## src/rtl/sdr_pkg.sv

```systemverilog
// Shared command codes and sequencer states for the SDRAM command sequencer.
// Command code bit order is {cs_n, ras_n, cas_n, we_n}.
package sdr_pkg;

    typedef enum logic [3:0] {
        CMD_MODE = 4'b0000,
        CMD_REF  = 4'b0001,
        CMD_PRE  = 4'b0010,
        CMD_ACT  = 4'b0011,
        CMD_WR   = 4'b0100,
        CMD_RD   = 4'b0101,
        CMD_NOP  = 4'b0111
    } sdr_cmd_e;

    typedef enum logic [2:0] {
        ST_POWERUP,
        ST_PREALL,
        ST_REFRESH,
        ST_MODE,
        ST_IDLE,
        ST_ACCESS,
        ST_WAIT
    } seq_state_e;

endpackage

```

## src/rtl/sdr_refresh_timer.sv

```systemverilog
// Refresh interval timer.
// Counts clock cycles while enabled and raises a sticky pending flag each
// time INTERVAL cycles have elapsed. The flag clears on ack.
// Assumes the sequencer acknowledges well within one interval.
module sdr_refresh_timer #(
    parameter int INTERVAL = 780
) (
    input  logic clk,
    input  logic rst_n,
    input  logic en,
    input  logic ack,
    output logic pend
);
    localparam int CW = $clog2(INTERVAL + 1);

    logic [CW-1:0] cnt;

    // Interval counter and sticky pending flag.
    always_ff @(posedge clk) begin
        if (!rst_n || !en) begin
            cnt  <= '0;
            pend <= 1'b0;
        end else if (cnt == CW'(INTERVAL - 1)) begin
            cnt  <= '0;
            pend <= 1'b1;
        end else begin
            cnt <= cnt + 1'b1;
            if (ack) pend <= 1'b0;
        end
    end

    // Checker: how long the pending flag has waited for service.
    logic [CW-1:0] age;
    always_ff @(posedge clk) begin
        if (!rst_n || !pend) age <= '0;
        else if (age != CW'(INTERVAL)) age <= age + 1'b1;
    end

    a_r7_served_in_time: assert property (@(posedge clk) disable iff (!rst_n)
        pend |-> age < CW'(INTERVAL));

endmodule

```

## src/rtl/sdr_rd_capture.sv

```systemverilog
// Read data capture.
// Tracks each READ placed on the bus and samples the data pins at the edge
// that ends cycle c+CL, where c is the cycle the READ is on the bus.
// Assumes a burst length of one and a CAS latency of 2 or 3.
module sdr_rd_capture #(
    parameter int DATA_W = 16
) (
    input  logic              clk,
    input  logic              rst_n,
    input  logic              cl3,
    input  logic              rd_issued,
    input  logic [DATA_W-1:0] dq_in,
    output logic              rd_valid,
    output logic [DATA_W-1:0] rd_data
);
    localparam int MAX_CL = 3;

    logic [MAX_CL-1:0] pipe;
    logic              take;

    // Age of each outstanding READ in cycles since it left the bus.
    always_ff @(posedge clk) begin
        if (!rst_n) pipe <= '0;
        else        pipe <= {pipe[MAX_CL-2:0], rd_issued};
    end

    // Select the stage that matches the programmed latency.
    always_comb take = cl3 ? pipe[MAX_CL-1] : pipe[MAX_CL-2];

    // Register the sampled word and its valid pulse.
    always_ff @(posedge clk) begin
        if (!rst_n) begin
            rd_valid <= 1'b0;
            rd_data  <= '0;
        end else begin
            rd_valid <= take;
            if (take) rd_data <= dq_in;
        end
    end

    a_r5_single_pulse: assert property (@(posedge clk) disable iff (!rst_n)
        rd_valid |=> !rd_valid);
    a_r5_latency_cl3: assert property (@(posedge clk) disable iff (!rst_n)
        (rd_valid && cl3) |-> $past(rd_issued, 4));
    a_r5_latency_cl2: assert property (@(posedge clk) disable iff (!rst_n)
        (rd_valid && !cl3) |-> $past(rd_issued, 3));

endmodule

```

## src/rtl/sdr_seq.sv

```systemverilog
// Command sequencer.
// Runs power-up initialisation, then serves refreshes and single host
// accesses as ACTIVE followed by READ/WRITE with auto precharge. A single
// down-counter with a return state times every gap between commands.
// Assumes all timing parameters are at least 2 cycles and ROW_W > 10.
module sdr_seq
    import sdr_pkg::*;
#(
    parameter int DATA_W      = 16,
    parameter int ROW_W       = 12,
    parameter int COL_W       = 9,
    parameter int BANK_W      = 2,
    parameter int INIT_CYCLES = 100,
    parameter int INIT_REFS   = 2,
    parameter int T_RCD       = 3,
    parameter int T_RP        = 3,
    parameter int T_RC        = 9,
    parameter int T_WR        = 2,
    parameter int T_MRD       = 2
) (
    input  logic                              clk,
    input  logic                              rst_n,
    input  logic                              cas_lat3,
    input  logic                              req_valid,
    output logic                              req_ready,
    input  logic                              req_write,
    input  logic [BANK_W+ROW_W+COL_W-1:0]     req_addr,
    input  logic [DATA_W-1:0]                 req_wdata,
    input  logic [DATA_W/8-1:0]               req_mask,
    input  logic                              ref_pend,
    output logic                              ref_ack,
    output logic                              init_done,
    output logic                              cl3,
    output sdr_cmd_e                          cmd,
    output logic [BANK_W-1:0]                 ba,
    output logic [ROW_W-1:0]                  addr,
    output logic [DATA_W/8-1:0]               dqm,
    output logic [DATA_W-1:0]                 dq,
    output logic                              dq_oe
);
    localparam int ADDR_W = BANK_W + ROW_W + COL_W;
    localparam int MASK_W = DATA_W / 8;
    localparam int AP_BIT = 10;
    localparam int RD_GAP = (T_RP + 1 > T_RC - T_RCD) ? T_RP + 1 : T_RC - T_RCD;
    localparam int WR_GAP = (T_WR + T_RP > T_RC - T_RCD) ? T_WR + T_RP : T_RC - T_RCD;
    localparam int CW     = $clog2(INIT_CYCLES + T_RC + RD_GAP + WR_GAP + 2);
    localparam int IW     = $clog2(INIT_REFS + 1);

    seq_state_e        state, nxt;
    logic [CW-1:0]     cnt;
    logic [IW-1:0]     init_left;
    logic              wr_q;
    logic [BANK_W-1:0] bank_q;
    logic [COL_W-1:0]  col_q;
    logic [DATA_W-1:0] wdata_q;
    logic [MASK_W-1:0] mask_q;
    logic [ROW_W-1:0]  mode_word, col_word, all_word;

    // Handshake: accept only when idle and no refresh is owed.
    always_comb req_ready = (state == ST_IDLE) && !ref_pend;
    // A periodic refresh is acknowledged when it is issued.
    always_comb ref_ack = (state == ST_REFRESH) && init_done;

    // Address words for mode load, column access and precharge-all.
    always_comb begin
        mode_word         = '0;
        mode_word[6:4]    = cas_lat3 ? 3'd3 : 3'd2;
        col_word          = '0;
        col_word[COL_W-1:0] = col_q;
        col_word[AP_BIT]  = 1'b1;
        all_word          = '0;
        all_word[AP_BIT]  = 1'b1;
    end

    // Main sequencer: one command per cycle at most, NOP by default.
    always_ff @(posedge clk) begin
        if (!rst_n) begin
            state     <= ST_POWERUP;
            nxt       <= ST_IDLE;
            cnt       <= CW'(INIT_CYCLES - 1);
            init_left <= '0;
            init_done <= 1'b0;
            cl3       <= 1'b1;
            wr_q      <= 1'b0;
            bank_q    <= '0;
            col_q     <= '0;
            wdata_q   <= '0;
            mask_q    <= '0;
            cmd       <= CMD_NOP;
            ba        <= '0;
            addr      <= '0;
            dqm       <= '0;
            dq        <= '0;
            dq_oe     <= 1'b0;
        end else begin
            cmd   <= CMD_NOP;
            ba    <= '0;
            addr  <= '0;
            dqm   <= '0;
            dq    <= '0;
            dq_oe <= 1'b0;
            case (state)
                ST_POWERUP: begin
                    if (cnt == '0) state <= ST_PREALL;
                    else           cnt   <= cnt - 1'b1;
                end
                ST_PREALL: begin
                    cmd       <= CMD_PRE;
                    addr      <= all_word;
                    init_left <= IW'(INIT_REFS);
                    cnt       <= CW'(T_RP - 2);
                    nxt       <= ST_REFRESH;
                    state     <= ST_WAIT;
                end
                ST_REFRESH: begin
                    cmd   <= CMD_REF;
                    cnt   <= CW'(T_RC - 2);
                    state <= ST_WAIT;
                    if (!init_done) begin
                        init_left <= init_left - 1'b1;
                        nxt <= (init_left == IW'(1)) ? ST_MODE : ST_REFRESH;
                    end else begin
                        nxt <= ST_IDLE;
                    end
                end
                ST_MODE: begin
                    cmd       <= CMD_MODE;
                    addr      <= mode_word;
                    cl3       <= cas_lat3;
                    init_done <= 1'b1;
                    cnt       <= CW'(T_MRD - 2);
                    nxt       <= ST_IDLE;
                    state     <= ST_WAIT;
                end
                ST_IDLE: begin
                    if (ref_pend) begin
                        state <= ST_REFRESH;
                    end else if (req_valid) begin
                        cmd     <= CMD_ACT;
                        ba      <= req_addr[ADDR_W-1 -: BANK_W];
                        addr    <= req_addr[COL_W +: ROW_W];
                        bank_q  <= req_addr[ADDR_W-1 -: BANK_W];
                        col_q   <= req_addr[COL_W-1:0];
                        wr_q    <= req_write;
                        wdata_q <= req_wdata;
                        mask_q  <= req_mask;
                        cnt     <= CW'(T_RCD - 2);
                        nxt     <= ST_ACCESS;
                        state   <= ST_WAIT;
                    end
                end
                ST_ACCESS: begin
                    cmd   <= wr_q ? CMD_WR : CMD_RD;
                    ba    <= bank_q;
                    addr  <= col_word;
                    dqm   <= wr_q ? mask_q : '0;
                    dq    <= wr_q ? wdata_q : '0;
                    dq_oe <= wr_q;
                    cnt   <= wr_q ? CW'(WR_GAP - 2) : CW'(RD_GAP - 2);
                    nxt   <= ST_IDLE;
                    state <= ST_WAIT;
                end
                ST_WAIT: begin
                    if (cnt == '0) state <= nxt;
                    else           cnt   <= cnt - 1'b1;
                end
                default: state <= ST_IDLE;
            endcase
        end
    end

    // Checker: last non-NOP command and the cycles elapsed since it.
    sdr_cmd_e   chk_last;
    logic [7:0] chk_gap;
    always_ff @(posedge clk) begin
        if (!rst_n) begin
            chk_last <= CMD_NOP;
            chk_gap  <= '0;
        end else if (cmd != CMD_NOP) begin
            chk_last <= cmd;
            chk_gap  <= 8'd1;
        end else if (chk_gap != 8'hFF) begin
            chk_gap <= chk_gap + 1'b1;
        end
    end

    a_r3_act_then_column: assert property (@(posedge clk) disable iff (!rst_n)
        (cmd == CMD_RD || cmd == CMD_WR) |-> (chk_last == CMD_ACT && chk_gap == 8'(T_RCD)));
    a_r9_refresh_spacing: assert property (@(posedge clk) disable iff (!rst_n)
        (cmd != CMD_NOP && chk_last == CMD_REF) |-> chk_gap >= 8'(T_RC));
    a_r1_ready_after_init: assert property (@(posedge clk) disable iff (!rst_n)
        req_ready |-> init_done);
    a_r1_no_access_in_init: assert property (@(posedge clk) disable iff (!rst_n)
        !init_done |-> !(cmd == CMD_ACT || cmd == CMD_RD || cmd == CMD_WR));
    a_r10_accept_gives_act: assert property (@(posedge clk) disable iff (!rst_n)
        (req_valid && req_ready) |=> cmd == CMD_ACT);

endmodule

```

## src/rtl/sdr_cmd_ctrl.sv

```systemverilog
// SDRAM command sequencer top.
// Wires the sequencer, the refresh timer and the read capture together and
// splits the command code onto the four strobe pins.
// Assumes a 16-bit SDRAM with four banks, 4096 rows and 512 columns.
module sdr_cmd_ctrl
    import sdr_pkg::*;
#(
    parameter int DATA_W       = 16,
    parameter int ROW_W        = 12,
    parameter int COL_W        = 9,
    parameter int BANK_W       = 2,
    parameter int INIT_CYCLES  = 100,
    parameter int REF_INTERVAL = 780,
    parameter int T_RCD        = 3,
    parameter int T_RP         = 3,
    parameter int T_RC         = 9,
    parameter int T_WR         = 2,
    parameter int T_MRD        = 2
) (
    input  logic                          clk,
    input  logic                          rst_n,
    input  logic                          cas_lat3,
    input  logic                          req_valid,
    output logic                          req_ready,
    input  logic                          req_write,
    input  logic [BANK_W+ROW_W+COL_W-1:0] req_addr,
    input  logic [DATA_W-1:0]             req_wdata,
    input  logic [DATA_W/8-1:0]           req_mask,
    output logic                          rd_valid,
    output logic [DATA_W-1:0]             rd_data,
    output logic                          sd_cke,
    output logic                          sd_cs_n,
    output logic                          sd_ras_n,
    output logic                          sd_cas_n,
    output logic                          sd_we_n,
    output logic [BANK_W-1:0]             sd_ba,
    output logic [ROW_W-1:0]              sd_addr,
    output logic [DATA_W/8-1:0]           sd_dqm,
    output logic [DATA_W-1:0]             sd_dq_out,
    output logic                          sd_dq_oe,
    input  logic [DATA_W-1:0]             sd_dq_in
);
    sdr_cmd_e cmd;
    logic     ref_pend, ref_ack, init_done, cl3;

    // Clock enable rises on the first edge after reset and stays high.
    always_ff @(posedge clk) begin
        if (!rst_n) sd_cke <= 1'b0;
        else        sd_cke <= 1'b1;
    end

    // Command code onto the strobe pins.
    always_comb {sd_cs_n, sd_ras_n, sd_cas_n, sd_we_n} = cmd;

    sdr_refresh_timer #(
        .INTERVAL (REF_INTERVAL)
    ) i_timer (
        .clk   (clk),
        .rst_n (rst_n),
        .en    (init_done),
        .ack   (ref_ack),
        .pend  (ref_pend)
    );

    sdr_seq #(
        .DATA_W      (DATA_W),
        .ROW_W       (ROW_W),
        .COL_W       (COL_W),
        .BANK_W      (BANK_W),
        .INIT_CYCLES (INIT_CYCLES),
        .INIT_REFS   (2),
        .T_RCD       (T_RCD),
        .T_RP        (T_RP),
        .T_RC        (T_RC),
        .T_WR        (T_WR),
        .T_MRD       (T_MRD)
    ) i_seq (
        .clk       (clk),
        .rst_n     (rst_n),
        .cas_lat3  (cas_lat3),
        .req_valid (req_valid),
        .req_ready (req_ready),
        .req_write (req_write),
        .req_addr  (req_addr),
        .req_wdata (req_wdata),
        .req_mask  (req_mask),
        .ref_pend  (ref_pend),
        .ref_ack   (ref_ack),
        .init_done (init_done),
        .cl3       (cl3),
        .cmd       (cmd),
        .ba        (sd_ba),
        .addr      (sd_addr),
        .dqm       (sd_dqm),
        .dq        (sd_dq_out),
        .dq_oe     (sd_dq_oe)
    );

    sdr_rd_capture #(
        .DATA_W (DATA_W)
    ) i_cap (
        .clk       (clk),
        .rst_n     (rst_n),
        .cl3       (cl3),
        .rd_issued (cmd == CMD_RD),
        .dq_in     (sd_dq_in),
        .rd_valid  (rd_valid),
        .rd_data   (rd_data)
    );

endmodule

```

## config.mk

```make
export PLATFORM = sky130hd
export DESIGN_NAME = sdr_cmd_ctrl
export DESIGN_NICKNAME = d
export VERILOG_FILES = /design/src/rtl/sdr_pkg.sv /design/src/rtl/sdr_refresh_timer.sv /design/src/rtl/sdr_rd_capture.sv /design/src/rtl/sdr_seq.sv /design/src/rtl/sdr_cmd_ctrl.sv
export SDC_FILE = /design/constraint.sdc
export NUM_CORES = 1
export LEC_CHECK = 0
export ABC_AREA = 1
export BUFFER_PORTS_ARGS = -buffer_cell sky130_fd_sc_hd__buf_2
export CAP_MARGIN = 20
export CORE_ASPECT_RATIO = 1.75
export CORE_MARGIN = 1.5
export CORE_UTILIZATION = 45
export DETAILED_ROUTE_END_ITERATION = 8
export PLACE_DENSITY = 0.7
export SYNTH_ARGS = -nofsm -noshare
export SYNTH_HDL_FRONTEND = slang
export SYNTH_HIERARCHICAL = 1
export SYNTH_SLANG_ARGS = --single-unit
```

## constraint.sdc

```tcl
create_clock -name clk -period 2.01 [get_ports clk]
set_clock_uncertainty 0.15 [all_clocks]
set_input_delay 0.1005 -clock clk [delete_from_list [all_inputs] [get_ports clk]]
set_output_delay 0.1005 -clock clk [all_outputs]
set_load 0.05 [all_outputs]
```

After elaboration in Yosys (flattened, before gate mapping):

Cells that the tools add are included.

* register bits after elaboration: 116
* latch bits: 0
* memory bits (writable): 0
* ROM bits: 0
* input bits: 62
* memories: 0

* $add $sub $neg: 3
* multipliers: 0
* divide/modulo/power cells: 0
* order comparisons: 0
* equality and inequality tests: 16
* shifts and indexed selects: 0
* mux-type cells: 31
* bitwise operators: 1
* reduce and logical (&&, ||, !) cells: 23

Operators by type and width (count)
* one-hot mux 12 bit (4 select lines): 1
* one-hot mux 7 bit (6 select lines): 1
* 2-to-1 mux 12 bit: 2
* 2-to-1 mux 3 bit: 8
* one-hot mux 3 bit (4 select lines): 2
* 2-to-1 mux 7 bit: 3
* one-hot mux 4 bit (5 select lines): 1
* AND reduction 3 bit: 4
* adder 10 x 1 -> 10 bit, second input constant: 1
* equality test 10 bit, second input constant: 1
* equality test 3 bit, second input constant: 3
* != test 2 bit, second input constant: 4
* one-hot mux 2 bit (2 select lines): 2
* zero test 7 bit: 1
* 2-to-1 mux 1 bit: 7
* subtractor 7 x 1 -> 7 bit, second input constant: 1
* equality test 3 x 2 -> 1 bit, second input constant: 2
* 2-to-1 mux 2 bit: 3
* nonzero test 6 bit: 1
* OR reduction 2 bit: 3
* equality test 4 x 3 -> 1 bit, second input constant: 1
* 2-to-1 mux 4 bit: 1
* != test 2 x 1 -> 1 bit, second input constant: 2
* AND reduction 2 bit: 2
* other kinds (13): 17

Depth between registers and ports, before layout:

* depth after elaboration: 4
* mapped depth: 10
* gate-level depth less buffers: 9

Cells and area by module:

The synthesis kept the hierarchy.

By module, submodules not included
* sdr_seq: times used 1, cells an instance 400, area an instance 3210.6 um^2
* sdr_rd_capture: times used 1, cells an instance 119, area an instance 825.8 um^2
* sdr_refresh_timer: times used 1, cells an instance 74, area an instance 529.3 um^2
* sdr_cmd_ctrl: times used 1, cells an instance 6, area an instance 41.3 um^2

Worst setup path before layout:

Ideal clock, no wire load.

* path type: reg2reg
* start point: reg i_seq.state[1]
* end point: reg i_seq.addr[0]
* setup time: 0.128 ns
* arrival: 1.272 ns
* required time: 1.732 ns
* path slack: 0.461 ns
* stages on the path, launching flop included: 9
* path buffers: 2
* period minus slack after synthesis: 1.549 ns
* path through: dfxtp_1 -> buf_6 -> inv_1 -> ha_1 -> inv_1 -> o21ai_1 -> nand2_1 -> clkbuf_1 -> nor2_1

* word-level cells in the longest chain between the ends: 2

RTL lines
* start: declaration: line sdr_seq.sv:49 `seq_state_e state, nxt;`
* start signal: assignment: line sdr_seq.sv:164 `if (cnt == '0) state <= nxt;`
* equality test 3 bit, or another cell as far along: line sdr_seq.sv:102 `case (state)`
* one-hot mux 12 bit (4 select lines) (*): line sdr_seq.sv:102
* end signal: assignment: line sdr_seq.sv:109 `addr <= all_word;`
* end signal: assignment: line sdr_seq.sv:128 `addr <= mode_word;`
* end signal: assignment: line sdr_seq.sv:141 `addr <= req_addr[COL_W +: ROW_W];`
* end: declaration: line sdr_seq.sv:36 `output logic [ROW_W-1:0] addr,`

Every way passes the cells marked *; elsewhere a longest branch is shown, timed or not.
A chain may end at the register's enable or synchronous reset.

Worst setup path in the final report:

* start point: reg i_seq.state[2]
* end point: out req_ready

* word-level cells in the longest chain between the ends: 2

RTL lines
* equality test 3 bit: line sdr_seq.sv:60 `always_comb req_ready = (state == ST_IDLE) && !ref_pend;`
* logical AND 1 bit: line sdr_seq.sv:60
* end: declaration: line sdr_cmd_ctrl.sv:24 `output logic req_ready,`

No other way between the ends.

==> metrics.md <==
| Metric | Value |
|---|---|
| Status | finished, final reports clean |
| Synth Net Count | 667 |
| Max Slew Vio Count | 0 |
| Critical R2R Capture | i_seq/addr[1] |
| R2R setup slack | 0.28 ns |
| Vias in the first global route | 4340 |
| Crit Path Max Fanout | 9 |
| Max incr delay on CP | 0.57 ns |
| Setup_tns | 0 ns |
| Final worst slack | 0.278 ns |
| Yosys Warn Count | 6 |
| CP startpoint | i_seq/state[2] |
| Worst EP required | 1.76 ns |
| First DRT Iteration DRCs | 193 |
| Async SR Flop Fraction | 0 |
| Setup-failing EPs final | 0 |
| CTS tree | yes |
| Placement Setup Slack | 0.101 ns |
| Initial antenna violation count | 0 |
| Top cell family by delay on the critical path | flip-flops |
| Crit path kind | reg -> out |
| TritonCTS buffer count | 17 |
| # IOs | 118 |
| Placer Congestion | 0.880 |
| Commonest non-fill, non-tap cell in the layout | buf_2 |
| Cell Chain, Critical Path | nand2_4 > nor2_1 > buf_2 |
| Number of cells on the critical path | 3 |
| Post-Syn Area | 4610 µm² |
| Area leader, netlist | dfxtp_1 |
| Routed Antenna Nets | 0 |
| Final Cycle Share | 0.861 |
| Fill count | 837 |
| Starting Density | 0.465 |
| P_leak | 2.99 nW |
| Critical-path top delay cell | dfxtp_1 |
| Top-area cell type share of the netlist area | 0.500 |
| WL final | 12.2 mm |
| Die height | 137 µm |
| Worst slew pin tran | 0.696 ns |
| Mapped Cells | 599 |
| Clk_lat worst skew | 0.41 ns |
| Gr usage total | 0.227 |
| R2R Path Start | i_seq/state[2] |
| Drt first pass iters | 6 |
| CP Buf/Inv Count | 1 |
| Buffer count from post-CTS setup fixing | 0 |
| Port Buffers | 116 |
| CTS max path bufs | 2 |
| Drc violations | 0 |
| Yosys cell types | 34 |
| Vias per cell | 4.92 |
| Hpwl dp | 7.91 mm |
| Die W | 79.5 µm |
| CTS clk-pin slew, worst paths | 0.05 ns |
| Crit start category | flop |
| Fin crit period | 1.73 ns |
| Top_reg_cell synth | dfxtp_1 |
| CTS HTree Levels | 4 |
| CP Capture Point | req_ready |
| HP Class | reg -> reg |
| Rel. slew slack | 0.536 |
| Cell Pwr Density | 1170 nW/µm² |
| RSZ-0062 raised after global routing | no |
| Area Growth Syn to Fin | 40.0% |
| Largest net degree at the start of global routing | 54 |
| Worst vdd ir | 798 µV |
| Peak Freq | 0.578 GHz |
| Share of layout cells above drive strength 1 | 0.235 |
| Core area | 9910 µm² |
| Diodes inserted | 0 |
| CTS sink count | 115 |
| Total gr overflow | 0 |
| Hold slack | 0.277 ns |
| First-pass GRT wire length | 19.0 mm |
| Placed cells | 822 |
| Non-filler cells, final | 915 |
| Most frequent cells in the layout | buf_2 (116), dfxtp_1 (115), nor2_1 (110) |
| Full die area | 10900 µm² |
| Sequential element share of the synthesized area | 0.500 |
| Setup crit end kind | output pin |
| Clock root buffer | clkbuf_16 |
| Vias | 4498 |
| EDFF count, synth | 0 |
| Max Cap Viol | 0 |
| Hold Fails Final Rpt | 0 |
| Area of the multi-input gates | 1840 µm² |
| Core Rows | 48 |
| Post-synthesis register bit count | 115 |
| Power Total | 7.53 mW |
| Reg area | 2300 µm² |
| Nets@finish | 845 |
| R2R depth | 4 |
| Critical path arrival | 1.48 ns |
| Wire per inst | 13.3 µm |
| Ranking of synthesized cells by area | dfxtp_1 (50%), nor2_1 (9.0%), nand2_1 (7.8%), inv_1 (6.1%), a21oi_1 (4.5%) |
| Avg Inst Size Synth | 7.69 µm² |
-- cell usage after synthesis (6+ instances only) --
cell type and n:
nand3_1 30, inv_1 75, a21oi_1 41, ha_1 6
a22oi_1 7, nor2_1 110, inv_2 8, nand2_1 96
nand4_1 8, nand3_2 6, dfxtp_1 115, o21ai_0 34
clkbuf_1 9
-- logic make-up after synthesis --
| family | share of synthesized area |
|---|---|
| adders and majority gates | 0.0163 |
| xor gates and xnor gates | 0.00951 |
| DFF | 0.500 |
| AOI/OAI and AO/OA | 0.106 |
| other | 0.000814 |
| and+or+nand+nor | 0.268 |
| buffers and inverters | 0.0999 |
-- how the worst min path moves through the flow --
stage	slack (ns)	startpoint	endpoint	cells after the start
5_1_grt	0.30	i_seq/wdata_q[0]	i_seq/dq[0]	2
4_1_cts	0.28	i_cap/pipe[0]	i_cap/pipe[1]	2
6_report	0.28	i_cap/pipe[0]	i_cap/pipe[1]	2
3_5_place_dp	0.19	req_addr[4]	i_seq/col_q[4]	3
2_1_floorplan	-0.02	rst_n	sd_cke	0
3_3_place_gp	0.18	req_addr[8]	i_seq/col_q[8]	3
-- worst register-to-register path, delay by kind of cell, from the launching register on --
family / cells / cell delay [ns]
buf+inv: 1 / 0.38
simple gates: 2 / 0.38
flops: 1 / 0.57
compound gates: 1 / 0.19
-- cell type report --
type                            instances  area share
Inverter                               83      0.0487
Clock buffer                           17      0.0659
Timing Repair Buffer                  183       0.192
Tap cell                              125      0.0242
Sequential cell                       115       0.357
Clock inverter                         15      0.0268
Multi-Input combinational cell        377       0.286
-- registers in the layout, indices dropped and copies added, names as in the netlist --
register / count
i_timer/cnt: 10
i_seq/init_left: 2
i_seq/dqm: 2
i_seq/init_done: 1
i_seq/wdata_q: 16
i_seq/bank_q: 2
i_seq/wr_q: 1
i_seq/mask_q: 2
i_cap/rd_data: 16
i_timer/pend: 1
i_seq/ba: 2
i_seq/cnt: 7
i_seq/cl3: 1
i_seq/state: 3
i_seq/dq_oe: 1
i_cap/pipe: 3
i_seq/dq: 16
i_cap/rd_valid: 1
i_seq/cmd: 3
sd_cke: 1
i_seq/addr: 12
i_seq/col_q: 9
i_seq/nxt: 3
-- per-layer routing --
layer	vias to the layer above	routed length [µm]	GRT usage
met4	0	431	0.129
met1	2056	4430	0.219
li1	2239	-	-
met2	165	6760	0.428
met5	-	0	0
met3	38	586	0.0547
-- report_power, final --
group / total (mW) / switching [mW] / leakage [nW] / internal [mW]
sequential: 2.76 / 0.191 / 0.932 / 2.57
combinational: 1.77 / 1.17 / 1.77 / 0.600
clock: 3.00 / 1.14 / 0.289 / 1.86
-- stage by stage --
step	util	area, µm²
after detailed placement	0.529	5240
after CTS	0.651	6450
after global placement	0.529	5240
final	0.651	6450
after global routing	0.651	6450
after floorplan	-	4610
-- repair_timing --
item,4_1_cts,5_1_grt
hold buffers,61,0
endpoints found under the hold margin,65,0
resized for setup,0,2
setup endpoints to repair,0,11
(Power assumes the default switching activity.)
